--- src/rtl/intcap_pkg.sv ---
package intcap_pkg;

    localparam int unsigned DEF_LINES = 8;

    typedef enum logic {
        TRIG_EDGE  = 1'b0,
        TRIG_LEVEL = 1'b1
    } trig_kind_e;

    function automatic int unsigned id_width(input int unsigned n);
        return (n > 1) ? $clog2(n) : 1;
    endfunction

endpackage

--- src/rtl/intcap_shadow.sv ---
module intcap_shadow #(
    parameter int unsigned N_LINES = intcap_pkg::DEF_LINES
) (
    input  logic               clk,
    input  logic               rst,
    input  logic [N_LINES-1:0] raw_in,
    output logic [N_LINES-1:0] prev_raw
);

    logic [N_LINES-1:0] shadow_q;

    always_ff @(posedge clk) begin
        if (rst) shadow_q <= '0;
        else     shadow_q <= raw_in;
    end

    assign prev_raw = shadow_q;


    shadow_follow_chk: assert property (@(posedge clk) disable iff (rst)
        !$past(rst) |-> (prev_raw == $past(raw_in)));

endmodule

--- src/rtl/intcap_qualify.sv ---
module intcap_qualify #(
    parameter int unsigned N_LINES = intcap_pkg::DEF_LINES
) (
    input  logic [N_LINES-1:0] raw_in,
    input  logic [N_LINES-1:0] prev_raw,
    input  logic [N_LINES-1:0] mode,
    input  logic [N_LINES-1:0] enable,
    output logic [N_LINES-1:0] fire
);
    import intcap_pkg::*;

    for (genvar g = 0; g < N_LINES; g++) begin : g_line
        logic armed;
        always_comb begin
            armed = (trig_kind_e'(mode[g]) == TRIG_LEVEL) || !prev_raw[g];
            fire[g] = raw_in[g] && armed && enable[g];
        end
    end

endmodule

--- src/rtl/intcap_pending.sv ---
module intcap_pending #(
    parameter int unsigned N_LINES = intcap_pkg::DEF_LINES
) (
    input  logic               clk,
    input  logic               rst,
    input  logic [N_LINES-1:0] fire,
    input  logic [N_LINES-1:0] clear,
    input  logic [N_LINES-1:0] raw_in,
    input  logic [N_LINES-1:0] prev_raw,
    input  logic [N_LINES-1:0] mode,
    input  logic [N_LINES-1:0] enable,
    output logic [N_LINES-1:0] pend
);

    logic [N_LINES-1:0] pend_q;
    logic [N_LINES-1:0] pend_d;

    always_comb pend_d = (pend_q & ~clear) | fire;

    always_ff @(posedge clk) begin
        if (rst) pend_q <= '0;
        else     pend_q <= pend_d;
    end

    assign pend = pend_q;


    set_needs_enable_chk: assert property (@(posedge clk) disable iff (rst)
        !$past(rst) |-> ((pend_q & ~$past(pend_q) & ~$past(raw_in & enable)) == '0));


    edge_needs_low_chk: assert property (@(posedge clk) disable iff (rst)
        !$past(rst) |-> ((pend_q & ~$past(pend_q) & $past(prev_raw & ~mode)) == '0));


    set_wins_chk: assert property (@(posedge clk) disable iff (rst)
        !$past(rst) |-> (($past(fire) & ~pend_q) == '0));


    one_clear_chk: assert property (@(posedge clk) disable iff (rst)
        !$past(rst) |-> ($countones($past(pend_q) & ~pend_q) <= 1));


    no_clear_idle_chk: assert property (@(posedge clk) disable iff (rst)
        (!$past(rst) && ($past(clear) == '0)) |-> (($past(pend_q) & ~pend_q) == '0));

endmodule

--- src/rtl/intcap_select.sv ---
module intcap_select #(
    parameter int unsigned N_LINES = intcap_pkg::DEF_LINES,
    localparam int unsigned ID_W = intcap_pkg::id_width(N_LINES)
) (
    input  logic [N_LINES-1:0] cand,
    output logic               valid,
    output logic [ID_W-1:0]    id,
    output logic [N_LINES-1:0] grant
);

    always_comb begin
        valid = 1'b0;
        id    = '0;
        grant = '0;
        for (int i = 0; i < N_LINES; i++) begin
            if (!valid && cand[i]) begin
                valid    = 1'b1;
                id       = ID_W'(i);
                grant[i] = 1'b1;
            end
        end
    end

endmodule

--- src/rtl/irq_capture.sv ---
module irq_capture #(
    parameter int unsigned N_LINES = intcap_pkg::DEF_LINES,
    localparam int unsigned ID_W = intcap_pkg::id_width(N_LINES)
) (
    input  logic               clk,
    input  logic               rst,
    input  logic [N_LINES-1:0] req_raw,
    input  logic [N_LINES-1:0] trig_mode,
    input  logic [N_LINES-1:0] line_en,
    input  logic               eoi,
    output logic [N_LINES-1:0] pending,
    output logic               irq_valid,
    output logic [ID_W-1:0]    irq_id
);

    logic [N_LINES-1:0] prev_raw;
    logic [N_LINES-1:0] fire;
    logic [N_LINES-1:0] clear;
    logic [N_LINES-1:0] pend;
    logic [N_LINES-1:0] grant;
    logic [N_LINES-1:0] cand;

    intcap_shadow #(.N_LINES(N_LINES)) u_shadow (
        .clk      (clk),
        .rst      (rst),
        .raw_in   (req_raw),
        .prev_raw (prev_raw)
    );

    intcap_qualify #(.N_LINES(N_LINES)) u_qualify (
        .raw_in   (req_raw),
        .prev_raw (prev_raw),
        .mode     (trig_mode),
        .enable   (line_en),
        .fire     (fire)
    );

    intcap_pending #(.N_LINES(N_LINES)) u_pending (
        .clk      (clk),
        .rst      (rst),
        .fire     (fire),
        .clear    (clear),
        .raw_in   (req_raw),
        .prev_raw (prev_raw),
        .mode     (trig_mode),
        .enable   (line_en),
        .pend     (pend)
    );

    assign cand = pend & line_en;

    intcap_select #(.N_LINES(N_LINES)) u_select (
        .cand  (cand),
        .valid (irq_valid),
        .id    (irq_id),
        .grant (grant)
    );

    assign clear   = (eoi && irq_valid) ? grant : '0;
    assign pending = pend;


    grant_onehot_chk: assert property (@(posedge clk) disable iff (rst)
        $onehot0(grant));


    sel_enabled_chk: assert property (@(posedge clk) disable iff (rst)
        irq_valid |-> (line_en[irq_id] && pending[irq_id]));


    sel_lowest_chk: assert property (@(posedge clk) disable iff (rst)
        irq_valid |-> ((pending & line_en & ((N_LINES'(1) << irq_id) - N_LINES'(1))) == '0));


    reset_clear_chk: assert property (@(posedge clk)
        $past(rst) |-> (pending == '0));

endmodule

--- config.mk ---
export PLATFORM = sky130hd
export DESIGN_NAME = irq_capture
export DESIGN_NICKNAME = d
export VERILOG_FILES = /design/src/rtl/intcap_pkg.sv /design/src/rtl/intcap_shadow.sv /design/src/rtl/intcap_qualify.sv /design/src/rtl/intcap_pending.sv /design/src/rtl/intcap_select.sv /design/src/rtl/irq_capture.sv
export SDC_FILE = /design/constraint.sdc
export NUM_CORES = 1
export LEC_CHECK = 0
export BUFFER_PORTS_ARGS = -buffer_cell sky130_fd_sc_hd__buf_2
export CORE_MARGIN = 5
export CORE_UTILIZATION = 29
export DETAILED_ROUTE_END_ITERATION = 16
export MAX_ROUTING_LAYER = met4
export PLACE_DENSITY = 0.61
export SLEW_MARGIN = 20
export SYNTH_ARGS = -nofsm -noshare
export SYNTH_HDL_FRONTEND = slang
export SYNTH_SLANG_ARGS = --single-unit
--- constraint.sdc ---
create_clock -name clk -period 1.8 [get_ports clk]
set_input_delay 0.09 -clock clk [delete_from_list [all_inputs] [get_ports clk]]
set_output_delay 0.09 -clock clk [all_outputs]
set_load 0.02 [all_outputs]
# Yosys cells after proc, flatten, opt, wreduce, memory -nomap -nowiden
# Index checks and enable logic that the tools add are counted.
# W data, S select, Z words.
# word_totals
reg_bits,16
in_bits,27
wordCells,76
# classes
n_mux,23
bitwise_logic,4
reduce_logical,47
# op_table
operator,n
$logic_and A1 B1 Y1,24
$and A8 B8 Y8,2
$mux W1,16
$logic_not A1 Y1,15
$mux W3,4
$logic_or A1 B1 Y1,8
$mux W8,1
$not A8 Y8,1
$or A8 B8 Y8,1
$mux W2,2

# Depth between registers and ports, before layout
# Gate-level depths: netlist (run 1).
# logic_depth
depth_word,28
ltp_mapped,3
mapped_depth_nobuf,3

# Hierarchy
# Synthesis (run 1) repeated with hierarchy kept, for this count alone.
# unflattened
cells_unflattened,111
area_unflattened_um2,972.2
# modules_own_cells
mod,n_inst,cells_per_inst,area_per_inst_um2,seq_area_each_um2
intcap_pending,1,33,381.6,160.2
intcap_shadow,1,16,210.2,160.2
intcap_select,1,22,150.1,0.0
intcap_qualify,1,24,130.1,0.0
irq_capture,1,16,100.1,0.0

# Worst setup path after synthesis (run 1)
# Ideal clock, no wire load.
# synth_timing
path_type,register to register
startpoint,"reg u_pending.pend_q[2], in the netlist u_pending.pend[2]"
endpoint,"reg u_pending.pend_q[0], in the netlist u_pending.pend[0]"
setup_ns,0.079
arrival_ns,1.595
path_slack_ns,0.126
stages_incl_launch_ff,4
path_cell_list,dfxtp_1 a222oi_1 nand4_1 a211oi_2
# synth_between
elab_chain_cells,23
# synth_rtl
item,line_no,source
from (decl),intcap_pending.sv:15,logic [N_LINES-1:0] pend_q;
from (signal assigned),intcap_pending.sv:22,else pend_q <= pend_d;
$and A8 B8 Y8 *,irq_capture.sv:50,assign cand = pend & line_en;
$logic_and A1 B1 Y1 *,intcap_select.sv:16,if (!valid && cand[i]) begin
$mux W1 *,intcap_select.sv:16,
$logic_not A1 Y1,intcap_select.sv:16,
$logic_and A1 B1 Y1,intcap_select.sv:16,
$mux W1 *,intcap_select.sv:16,
$logic_not A1 Y1,intcap_select.sv:16,
$logic_and A1 B1 Y1,intcap_select.sv:16,
[... 8 more ...],-,
$logic_and A1 B1 Y1,intcap_select.sv:16,
$mux W1 *,intcap_select.sv:16,
via irq_valid,irq_capture.sv:12,"output logic irq_valid,"
$logic_and A1 B1 Y1 *,irq_capture.sv:59,assign clear = (eoi && irq_valid) ? grant : '0;
$mux W8 *,irq_capture.sv:59,
$not A8 Y8 *,intcap_pending.sv:18,always_comb pend_d = (pend_q & ~clear) | fire;
$and A8 B8 Y8 *,intcap_pending.sv:18,
$or A8 B8 Y8 *,intcap_pending.sv:18,
# Mark *: on every way through the listed nets, which the timed path passes. The rest lies on a longest branch.
# A chain may end at the register's enable or synchronous reset.

# Worst setup path in the final report (run 1)
# layout_timing
startpoint,"reg u_pending.pend_q[1], in the netlist u_pending.pend[1]"
endpoint,out irq_id[0]
# layout_between
elab_chain_cells,21
# layout_rtl
item,line_no,source
$and A8 B8 Y8 *,irq_capture.sv:50,
$logic_and A1 B1 Y1 *,intcap_select.sv:16,
$mux W1,intcap_select.sv:16,
$logic_not A1 Y1,intcap_select.sv:16,
$logic_and A1 B1 Y1,intcap_select.sv:16,
$mux W1,intcap_select.sv:16,
$logic_not A1 Y1,intcap_select.sv:16,
$logic_and A1 B1 Y1,intcap_select.sv:16,
[... 5 more ...],-,
$logic_and A1 B1 Y1,intcap_select.sv:16,
$mux W1,intcap_select.sv:16,
$logic_not A1 Y1,intcap_select.sv:16,
$logic_and A1 B1 Y1,intcap_select.sv:16,
$mux W1,intcap_select.sv:16,
$logic_not A1 Y1,intcap_select.sv:16,
$logic_and A1 B1 Y1,intcap_select.sv:16,
$mux W3 *,intcap_select.sv:16,
to (decl),irq_capture.sv:13,output logic [ID_W-1:0] irq_id
# Mark *: on every way between the ends. The rest lies on a longest branch, timed or not.

==> out/metrics.csv, run 1 <==
stage,metric,value,unit
run_status,outcome,finished clean,
grt,largest net degree at the start of global routing,17,
routing,total number of vias,750,
sta,Tightest Pin Transition,0.356,ns
worst_setup_path,delay of the slowest critical-path stage,0.36,ns
floorplan,die height,60.8,um
worst_setup_path,CP Class,reg -> out,
synthesis,Synth async-reset ratio,0,%
worst_setup_path,CP Buf/Inv Count,2,
floorplan,die area,3700,sq um
worst_setup_path,slowest CP cell,dfxtp_1,
synthesis,commonest cells in the netlist,"dfxtp_1 (16), inv_1 (8), nor2b_1 (8)",
worst_setup_path,Crit path arrival time,1.52,ns
sta,period utilization,89.7,%
finish,register area,320,sq um
synthesis,Post-synth EDFFs,0,
synthesis,register area share after synthesis,42.8,%
routing,WL/cell,12.5,um
worst_hold_path,min-delay worst type,in -> reg,
sta,max-slew violation count,0,
sta,f_max,0.620,GHz
worst_setup_path,Worst Path Required,1.71,ns
clock_network,Post-CTS Repair Setup Buffers,0,
synthesis,Yosys top cell area share,42.8,%
routing,# DRC,0,
worst_setup_path,origin of the worst setup path,u_pending.pend[1]$_SDFF_PP0_,
worst_setup_path,R2R cell count,4,
clock_network,CTS Buf Count,3,
sta,RSZ-0062 raised after global routing,false,
synthesis,Synth cell types,29,
clock_network,CTS resizes,0,
placement,routability cong.,0.725,
finish,final-layout fill cell count,287,
floorplan,Std-Cell Rows,18,
synthesis,syn_area_per_cell,8.91,sq um
clock_network,CTS sink count,16,
finish,n_diodes,0,
sta,Rel. slew slack,75.7,%
clock_network,worst-skew pair later-pin latency,0.28,ns
synthesis,Main synth FF type,dfxtp_1,
sta,min cycle time layout,1.61,ns
finish,area occupied by multi-input gates,394,sq um
routing,via/cell ratio,4.84,
worst_setup_path,crit path launch type,register,
synthesis,Gate Count Post-Synth,84,
clock_network,CTS root buffer,clkbuf_4,
worst_setup_path,Critical Path End Type,output pin,
pwr,leakage power,0.445,nW
floorplan,Chip Width,60.8,um
grt,Tot GR Track Use,11.7,%
grt,vias in the first global route,744,
routing,"antenna viol nets, final",0,
synthesis,Syn Nets,111,
worst_setup_path,Crit Path Max Fanout,6,
worst_setup_path,Worst path depth,5,
clock_network,clock buffer depth,2,
floorplan,initial core utilization,30.2,%
clock_network,CTS tree,built,
routing,First-pass DRT Iterations,4,
sta,count of final setup violators,0,
worst_setup_path,worst path cell trace,"a222oi_1, buf_4, a31oi_1, a41oi_1, buf_2",
finish,final instance area,1000,sq um
sta,Final Hold Fails,0,
synthesis,Ys Warns,0,
floorplan,core footprint,2480,sq um
worst_setup_path,"delay-heaviest family, CP",compound AO/OA/AOI/OAI gates,
synthesis,synthesized flop and latch total,16,
worst_hold_path,Hold Crit Start,req_raw[2],
finish,Nets,154,
synthesis,Synth area leaders,"dfxtp_1 (43%), nor2b_1 (6.7%), a31oi_1 (5.9%)",
synthesis,cell with the most instances after synthesis,dfxtp_1,
floorplan,Ports,39,
pwr,Max VDD drop,0.350,mV
routing,Initial DRC Count,12,
clock_network,CTS clock-pin slew for the worst setup and hold paths,0.09,ns
synthesis,cell taking the most area after synthesis,dfxtp_1,
grt,GRT overflow,0,
clock_network,CTS Hold Bufs,0,
clock_network,H-tree depth,1,
sta,Final TNS setup,0,ns
placement,Port Buf Inserts,38,
worst_setup_path,reg2reg start,u_pending.pend[1]$_SDFF_PP0_,
finish,area grow syn2layout,33.9,%
grt,first-pass GRT wire length,3130,um
job,Maximum Capacitance Violations,0,
sta,Final Skew,0.00263,ns
grt,initial antenna violation count,0,
pwr,cell area power density,764,nW/um^2
worst_hold_path,worst hold stages,2,
finish,share of cells above drive strength 1,38.4,%
synthesis,mapped cell area,748,sq um
placement,HPWL Detailed,1570,um
routing,Routed WL,1940,um
placement,placed cell area,980,sq um
==> layer usage <==
| metal | GRT usage (%) | wire [um] | vias to the layer above | share of wire, % |
|---|---|---|---|---|
| met1 | 14.5 | 913 | 327 | 47 |
| met4 | 5.57 | 17 | 0 | 0.88 |
| met3 | 2.34 | 134 | 2 | 6.9 |
| met2 | 18.0 | 875 | 22 | 45 |
| met5 | - | 0 | - | 0 |
| li1 | - | - | 399 | - |
==> placed cells by master, fill, tap and decap left out <==
master,instances
a311oi_1,1
nor2b_1,8
dfxtp_1,16
nand4_1,1
nor2_1,1
a31o_2,2
a211oi_1,2
a21oi_1,5
inv_1,8
nand2_1,7
a22o_2,1
a222oi_1,1
and2_1,1
a41oi_1,1
o211ai_1,4
clkbuf_4,3
nand2b_1,4
o21ai_0,1
a21boi_0,2
a31oi_1,7
a2111oi_0,1
a211oi_2,1
a22oi_1,2
nand3_1,1
nand4b_1,1
buf_2,38
o211a_1,1
a22o_1,1
a41o_2,1
and3_2,1
buf_4,1
==> registers in the layout (all words and copies together) (netlist names) <==
| register | count |
|---|---|
| u_pending.pend | 8 |
| u_shadow.prev_raw | 8 |
==> report_power, final <==
part	internal (W)	leakage, nW	switching, W
clock	0.0000775	0.0138	0.000107
combinational	0.0000830	0.299	0.000108
sequential	0.000376	0.133	0.0000145
==> final cells by class <==
class,count,share of cell area (%)
Timing Repair Buffer,39,19.7
Multi-Input combinational cell,59,39.3
Clock buffer,3,2.25
Tap cell,30,3.75
Inverter,8,3.00
Sequential cell,16,32.0
==> cells by family after synthesis <==
kind of cell | count (synthesis) | share of synthesized area [%]
AO/OA/AOI/OAI | 34 | 34.1
buffers and inverters | 9 | 4.51
flip-flops | 16 | 42.8
AND/OR/NAND/NOR | 25 | 18.6
==> per-stage QoR <==
stage | power, W | utilization [%] | hold WS (ns) | cells | worst slack, ns
finish | 0.000766 | 40.5 | 0.0362 | 155 | 0.186
floorplan | 0.000506 | - | 0.162 | 84 | 0.126
global route | 0.000820 | 40.5 | 0.0249 | 155 | 0.0617
detailed placement | 0.000592 | 39.5 | 0.329 | 152 | 0.472
CTS | 0.000784 | 40.5 | 0.0264 | 155 | 0.149
global placement | 0.000588 | 39.5 | 0.313 | 152 | 0.479
==> worst paths after layout <==
kind	to	slack (ns)
worst max-delay path	irq_id[0]	0.19
worst min register to register	u_pending.pend[2]$_SDFF_PP0_	0.51
worst min-delay path	u_shadow.prev_raw[2]$_SDFF_PP0_	0.04
worst max register to register	u_pending.pend[0]$_SDFF_PP0_	0.52
Note: power is estimated with default switching activity, not from simulation.
==> inputs of run 2 (changes only) <==
--- a/config.mk
+++ b/config.mk
@@ -5,7 +5,7 @@
 export SDC_FILE = /design/constraint.sdc
 export NUM_CORES = 1
 export LEC_CHECK = 0
-export BUFFER_PORTS_ARGS = -buffer_cell sky130_fd_sc_hd__buf_2
+export BUFFER_PORTS_ARGS = -buffer_cell sky130_fd_sc_hd__buf_4
 export CORE_MARGIN = 5
 export CORE_UTILIZATION = 29
 export DETAILED_ROUTE_END_ITERATION = 16
==> run 2 against run 1 <==
Net effect:
- register-to-register slack about the same
- critical path depth unchanged
- total power increased by 4.6%
- combinational power increased by 16%
- highest routed layer unchanged
- sequential power about the same
- flip-flop and latch count unchanged
==> out/metrics.csv, run 2 (synthesized netlist as in run 1, its figures left out) <==
stage,metric,value,unit,change
run_status,outcome,finished clean,,
worst_setup_path,Worst path most repeated cell,buf_4,,
worst_setup_path,CP Buf/Inv Count,2,,unchanged
grt,largest net degree at the start of global routing,17,,unchanged
routing,via/cell ratio,5.07,,+4.8%
worst_setup_path,Crit path arrival time,1.51,ns,about the same
worst_setup_path,crit path launch type,register,,
placement,post-placement cell count,152,,unchanged
pwr,Max VDD drop,0.516,mV,+48%
finish,final-layout fill cell count,247,,-14%
finish,Nets,154,,unchanged
clock_network,Post-CTS Repair Setup Buffers,0,,unchanged
worst_hold_path,min-delay worst type,in -> reg,,
sta,RSZ-0062 raised after global routing,false,,
worst_setup_path,CP Class,reg -> out,,
placement,routability cong.,0.692,,-4.6%
routing,First-pass DRT Iterations,4,,unchanged
pwr,cell area power density,730,nW/um^2,-4.4%
floorplan,die height,60.8,um,unchanged
sta,Tightest Pin Transition,0.360,ns,+0.00436 ns
sta,Final TNS setup,0,ns,unchanged
worst_setup_path,worst path cell trace,"a222oi_1, buf_4, a31oi_1, a41oi_1, buf_4",,
floorplan,Std-Cell Rows,18,,unchanged
worst_setup_path,slowest CP cell,dfxtp_1,,
clock_network,clock buffer depth,2,,unchanged
clock_network,CTS root buffer,clkbuf_4,,
clock_network,CTS clock-pin slew for the worst setup and hold paths,0.10,ns,about the same
placement,placed cell area,1070,sq um,+9.7%
floorplan,core footprint,2480,sq um,unchanged
job,Maximum Capacitance Violations,0,,unchanged
clock_network,worst-skew pair later-pin latency,0.28,ns,about the same
finish,most frequent cells in the layout,"buf_4 (39), dfxtp_1 (16), inv_1 (8), nor2b_1 (8)",,
floorplan,Ports,39,,unchanged
worst_setup_path,Critical Path End Type,output pin,,
finish,area grow syn2layout,46.7,%,
floorplan,Chip Width,60.8,um,unchanged
routing,total number of vias,786,,+4.8%
grt,first-pass GRT wire length,3240,um,+3.5%
worst_setup_path,Worst Path Required,1.71,ns,about the same
pwr,leakage power,0.471,nW,+5.8%
grt,initial antenna violation count,0,,unchanged
finish,final instance area,1100,sq um,+9.5%
sta,f_max,0.625,GHz,+0.90%
clock_network,CTS Hold Bufs,0,,unchanged
sta,count of final setup violators,0,,unchanged
clock_network,CTS Buf Count,3,,unchanged
worst_setup_path,delay of the slowest critical-path stage,0.37,ns,about the same
sta,PnR worst setup slack,0.200,ns,+0.0144 ns
placement,HPWL Detailed,1620,um,+3.4%
finish,"commonest non-fill, non-tap cell in the layout",buf_4,,
placement,Port Buf Inserts,38,,unchanged
placement,Placement Setup Slack,0.513,ns,+0.0411 ns
floorplan,initial core utilization,30.2,%,unchanged
clock_network,CTS tree,built,,
clock_network,CTS sink count,16,,unchanged
finish,n_diodes,0,,unchanged
sta,period utilization,88.9,%,-0.80 points
worst_setup_path,Crit Path Max Fanout,6,,unchanged
worst_setup_path,"delay-heaviest family, CP",compound AO/OA/AOI/OAI gates,,
finish,end-of-flow core utilization,44.3,%,+3.8 points
sta,min cycle time layout,1.60,ns,-0.0144 ns
routing,"antenna viol nets, final",0,,unchanged
routing,Routed WL,2020,um,+4.2%
sta,max-slew violation count,0,,unchanged
grt,GRT overflow,0,,unchanged
grt,Tot GR Track Use,12.2,%,+0.48 points
routing,# DRC,0,,unchanged
sta,Final Skew,0.00551,ns,+0.00289 ns
sta,Final Hold Fails,0,,unchanged
routing,Initial DRC Count,25,,+13
floorplan,die area,3700,sq um,unchanged
routing,WL/cell,13.0,um,+4.2%
finish,share of cells above drive strength 1,38.4,%,unchanged
clock_network,H-tree depth,1,,unchanged
sta,Rel. slew slack,75.4,%,-0.30 points
clock_network,CTS resizes,0,,unchanged
grt,vias in the first global route,776,,+4.3%
finish,Finished Layout Cells,155,,unchanged
run 2: changes by cell type in the layout (fill, tap and decap cells not counted):
cell,before,now
buf_4,1,39
buf_2,38,0
run 2: layout make-up:
class / instances / area (sq um) / area share (%)
sequential: 16 / 320 / 29.2
tap: 30 / 37.5 / 3.42
multi-input combinational: 59 / 394 / 35.9
inverter: 8 / 30.0 / 2.74
timing repair buffer: 39 / 293 / 26.7
clock buffer: 3 / 22.5 / 2.05
run 2: path summary, 6_finish.rpt:
check	startpoint	end	slack (ns)	cells past startpoint
worst min-delay path	req_raw[5]	u_shadow.prev_raw[5]$_SDFF_PP0_	0.03	2
worst max-delay path	u_pending.pend[1]$_SDFF_PP0_	irq_id[0]	0.20	5
worst min register to register	u_pending.pend[2]$_SDFF_PP0_	u_pending.pend[2]$_SDFF_PP0_	0.51	2
worst max register to register	u_pending.pend[1]$_SDFF_PP0_	u_pending.pend[0]$_SDFF_PP0_	0.51	4
run 2: where the power goes:
group	internal, W	switching [W]
sequential	0.000376	0.0000156
clock	0.0000775	0.000110
combinational	0.000113	0.000110
total	0.000566	0.000235
run 2: per-stage QoR:
step,power [W],hold WS (ns)
finish,0.000801,0.0270
global route,0.000862,0.0203
CTS,0.000816,0.0184
detailed placement,0.000624,0.318
global placement,0.000621,0.309
floorplan,0.000506,0.162
run 2: routing by layer:
layer  track usage [%]  part of all wire (%)  wire [um]
met3              4.68                   9.1        184
met2              18.5                    46        932
met5                 -                     0          0
met4              4.64                   1.7         34
met1              14.5                    43        869
==> inputs of run 3 (changes only) <==
--- a/config.mk
+++ b/config.mk
@@ -5,6 +5,7 @@
 export SDC_FILE = /design/constraint.sdc
 export NUM_CORES = 1
 export LEC_CHECK = 0
+export ABC_AREA = 1
 export BUFFER_PORTS_ARGS = -buffer_cell sky130_fd_sc_hd__buf_4
 export CORE_MARGIN = 5
 export CORE_UTILIZATION = 29
==> run 3 against run 2 <==
Net effect:
- hold slack lost 0.017 ns
- flip-flop and latch count is the same
- critical endpoint unchanged
- largest power group unchanged
- setup slack gained 0.018 ns
- fmax grew 1.1%
- clock skew is essentially flat
==> out/metrics.csv, run 3 <==
stage,metric,value,unit,change
run_status,outcome,finished clean,,
job,Maximum Capacitance Violations,0,,unchanged
grt,grt peak-use layer,met2,,
grt,first-pass GRT wire length,3180,um,-1.9%
finish,"commonest non-fill, non-tap cell in the layout",buf_4,,
synthesis,Post-synth EDFFs,0,,unchanged
worst_setup_path,Crit Path Max Fanout,4,,-2
finish,Nets,176,,+14%
clock_network,clock buffer depth,2,,unchanged
grt,initial antenna violation count,0,,unchanged
floorplan,die height,61.9,um,+1.8%
floorplan,Std-Cell Rows,18,,unchanged
worst_setup_path,slowest CP cell,dfxtp_1,,
finish,area grow syn2layout,45.4,%,
pwr,Max VDD drop,0.343,mV,-34%
synthesis,register area share after synthesis,41.0,%,-1.8 points
sta,Rel. slew slack,79.7,%,+4.3 points
synthesis,mapped cell area,781,sq um,+4.3%
floorplan,Ports,39,,unchanged
grt,grt met2 use,19.3,%,+0.81 points
synthesis,Synth async-reset ratio,0,%,unchanged
worst_setup_path,CP Class,reg -> out,,
clock_network,CTS Hold Bufs,0,,unchanged
synthesis,Yosys top cell area share,41.0,%,-1.8 points
floorplan,die area,3830,sq um,+3.6%
clock_network,CTS resizes,0,,unchanged
clock_network,CTS Buf Count,3,,unchanged
synthesis,Synth area leaders,"dfxtp_1 (41%), inv_1 (12%), nand2_1 (8.7%)",,
clock_network,CTS clock-pin slew for the worst setup and hold paths,0.10,ns,about the same
worst_setup_path,Worst path most repeated cell,nand2_1,,
routing,Initial DRC Count,12,,-52%
finish,most frequent cells in the layout,"buf_4 (38), inv_1 (24), nand2_1 (18)",,
sta,period utilization,87.9,%,-1.0 points
synthesis,cell taking the most area after synthesis,dfxtp_1,,
sta,f_max,0.632,GHz,+1.1%
synthesis,Main synth FF type,dfxtp_1,,
routing,WL/cell,11.4,um,-13%
sta,RSZ-0062 raised after global routing,false,,
sta,count of final setup violators,0,,unchanged
synthesis,cell with the most instances after synthesis,inv_1,,
placement,HPWL Detailed,1720,um,+6.4%
grt,Tot GR Track Use,11.6,%,-0.58 points
synthesis,syn_area_per_cell,7.30,sq um,-18%
worst_setup_path,delay of the slowest critical-path stage,0.34,ns,-0.03 ns
synthesis,synthesized flop and latch total,16,,unchanged
grt,met1 usage,13.5,%,-0.93 points
routing,First-pass DRT Iterations,4,,unchanged
pwr,cell area power density,765,nW/um^2,+4.8%
synthesis,Gate Count Post-Synth,107,,+27%
routing,# DRC,0,,unchanged
worst_setup_path,Worst Path Required,1.71,ns,about the same
synthesis,Synth cell types,15,,-48%
pwr,leakage power,0.568,nW,+21%
clock_network,Post-CTS Repair Setup Buffers,0,,unchanged
routing,Routed WL,2030,um,+0.35%
floorplan,core footprint,2520,sq um,+1.8%
sta,min cycle time layout,1.58,ns,-0.0180 ns
placement,Port Buf Inserts,38,,unchanged
sta,Final TNS setup,0,ns,unchanged
worst_setup_path,Critical Path End Type,output pin,,
worst_setup_path,crit path launch type,register,,
sta,max-slew violation count,0,,unchanged
sta,Tightest Pin Transition,0.302,ns,-0.0578 ns
finish,n_diodes,0,,unchanged
floorplan,Chip Width,61.9,um,+1.8%
placement,post-placement cell count,174,,+14%
clock_network,CTS sink count,16,,unchanged
sta,Final Skew,0.00534,ns,-0.000177 ns
synthesis,Syn Nets,134,,+21%
clock_network,CTS tree,built,,
worst_setup_path,Crit path arrival time,1.49,ns,-0.02 ns
worst_setup_path,worst path cell trace,"nand2_1, nand4_4, nor2_4, nand2_1, nor2_1, nand2_1, nand4_1, buf_4",,
clock_network,worst-skew pair later-pin latency,0.29,ns,about the same
grt,GRT overflow,0,,unchanged
sta,Final Hold Fails,0,,unchanged
placement,routability cong.,0.774,,+12%
clock_network,H-tree depth,1,,unchanged
routing,via/cell ratio,4.54,,-10%
grt,vias in the first global route,805,,+3.7%
clock_network,CTS root buffer,clkbuf_4,,
synthesis,Ys Warns,0,,unchanged
finish,Finished Layout Cells,178,,+15%
grt,largest net degree at the start of global routing,14,,-3
synthesis,commonest cells in the netlist,"inv_1 (24), nand2_1 (18), dfxtp_1 (16)",,
grt,met3 global-route usage,1.86,%,-2.8 points
floorplan,initial core utilization,31.0,%,+0.75 points
finish,share of cells above drive strength 1,33.8,%,-4.6 points
worst_hold_path,min-delay worst type,in -> reg,,
routing,total number of vias,809,,+2.9%
pwr,post-route total power,0.000869,W,+8.4%
routing,"antenna viol nets, final",0,,unchanged
run 3: cell count changes after synthesis, sizes merged, moves of 3 or more:
cell	delta
nand4	+4
nand3	+4
nand2b	-4
o21ai	+3
a211oi	-3
nand2	+14
a31oi	-7
inv	+16
o211ai	+5
nor2	+15
nor2b	-8
run 3: logic make-up (layout without fill, tap and decap cells):
group | count (synthesis) | in the layout | synth area share, %
and+or+nand+nor | 48 | 48 | 31.4
buffers and inverters | 25 | 66 | 12.2
AOI/OAI and AO/OA | 18 | 18 | 15.4
DFF | 16 | 16 | 41.0
run 3: path summary, 6_finish.rpt:
| check | start | to | slack, ns | depth (start not counted) |
|---|---|---|---|---|
| worst max-delay path | u_pending.pend[2]$_SDFF_PP0_ | irq_id[0] | 0.22 | 8 |
| worst min register to register | u_pending.pend[7]$_SDFF_PP0_ | u_pending.pend[7]$_SDFF_PP0_ | 0.49 | 2 |
| worst max register to register | u_pending.pend[2]$_SDFF_PP0_ | u_pending.pend[3]$_SDFF_PP0_ | 0.57 | 7 |
| worst min-delay path | req_raw[5] | u_shadow.prev_raw[5]$_SDFF_PP0_ | 0.01 | 3 |
run 3: report_power, final:
part | total, W | switching, W | internal [W]
Clock | 0.000244 | 0.000120 | 0.000123
Combinational | 0.000234 | 0.000126 | 0.000108
Sequential | 0.000391 | 0.0000138 | 0.000377
Total | 0.000869 | 0.000260 | 0.000609
run 3: per-layer routing:
metal | up-vias | share of wire [%]
met5 | - | 0
met4 | 0 | 2.0
met3 | 4 | 4.5
met2 | 23 | 50
met1 | 360 | 43
li1 | 422 | -
run 3: cell type report:
class / instances / area, sq um
repair buffers: 38 / 285
fillers: 280 / 1390
clock buffers: 4 / 36.3
inverters: 24 / 90.1
well taps: 30 / 37.5
flip-flops and latches: 16 / 320
multi-input cells: 66 / 365
run 3: through the flow:
step	area (sq um)	setup WS, ns	hold WS, ns	util, %
after global routing	1130	0.0572	0.0150	45.0
after CTS	1130	0.179	0.00457	45.0
after floorplan	781	0.543	0.173	-
final	1130	0.218	0.0100	45.0
after detailed placement	1100	0.519	0.314	43.6
after global placement	1100	0.562	0.300	43.6
run 3: worst max-delay path: cells and delay by family, from the launching register on:
| family | cells | cell delay, ns |
|---|---|---|
| simple gates | 7 | 0.71 |
| buf+inv | 1 | 0.14 |
| flops | 1 | 0.34 |
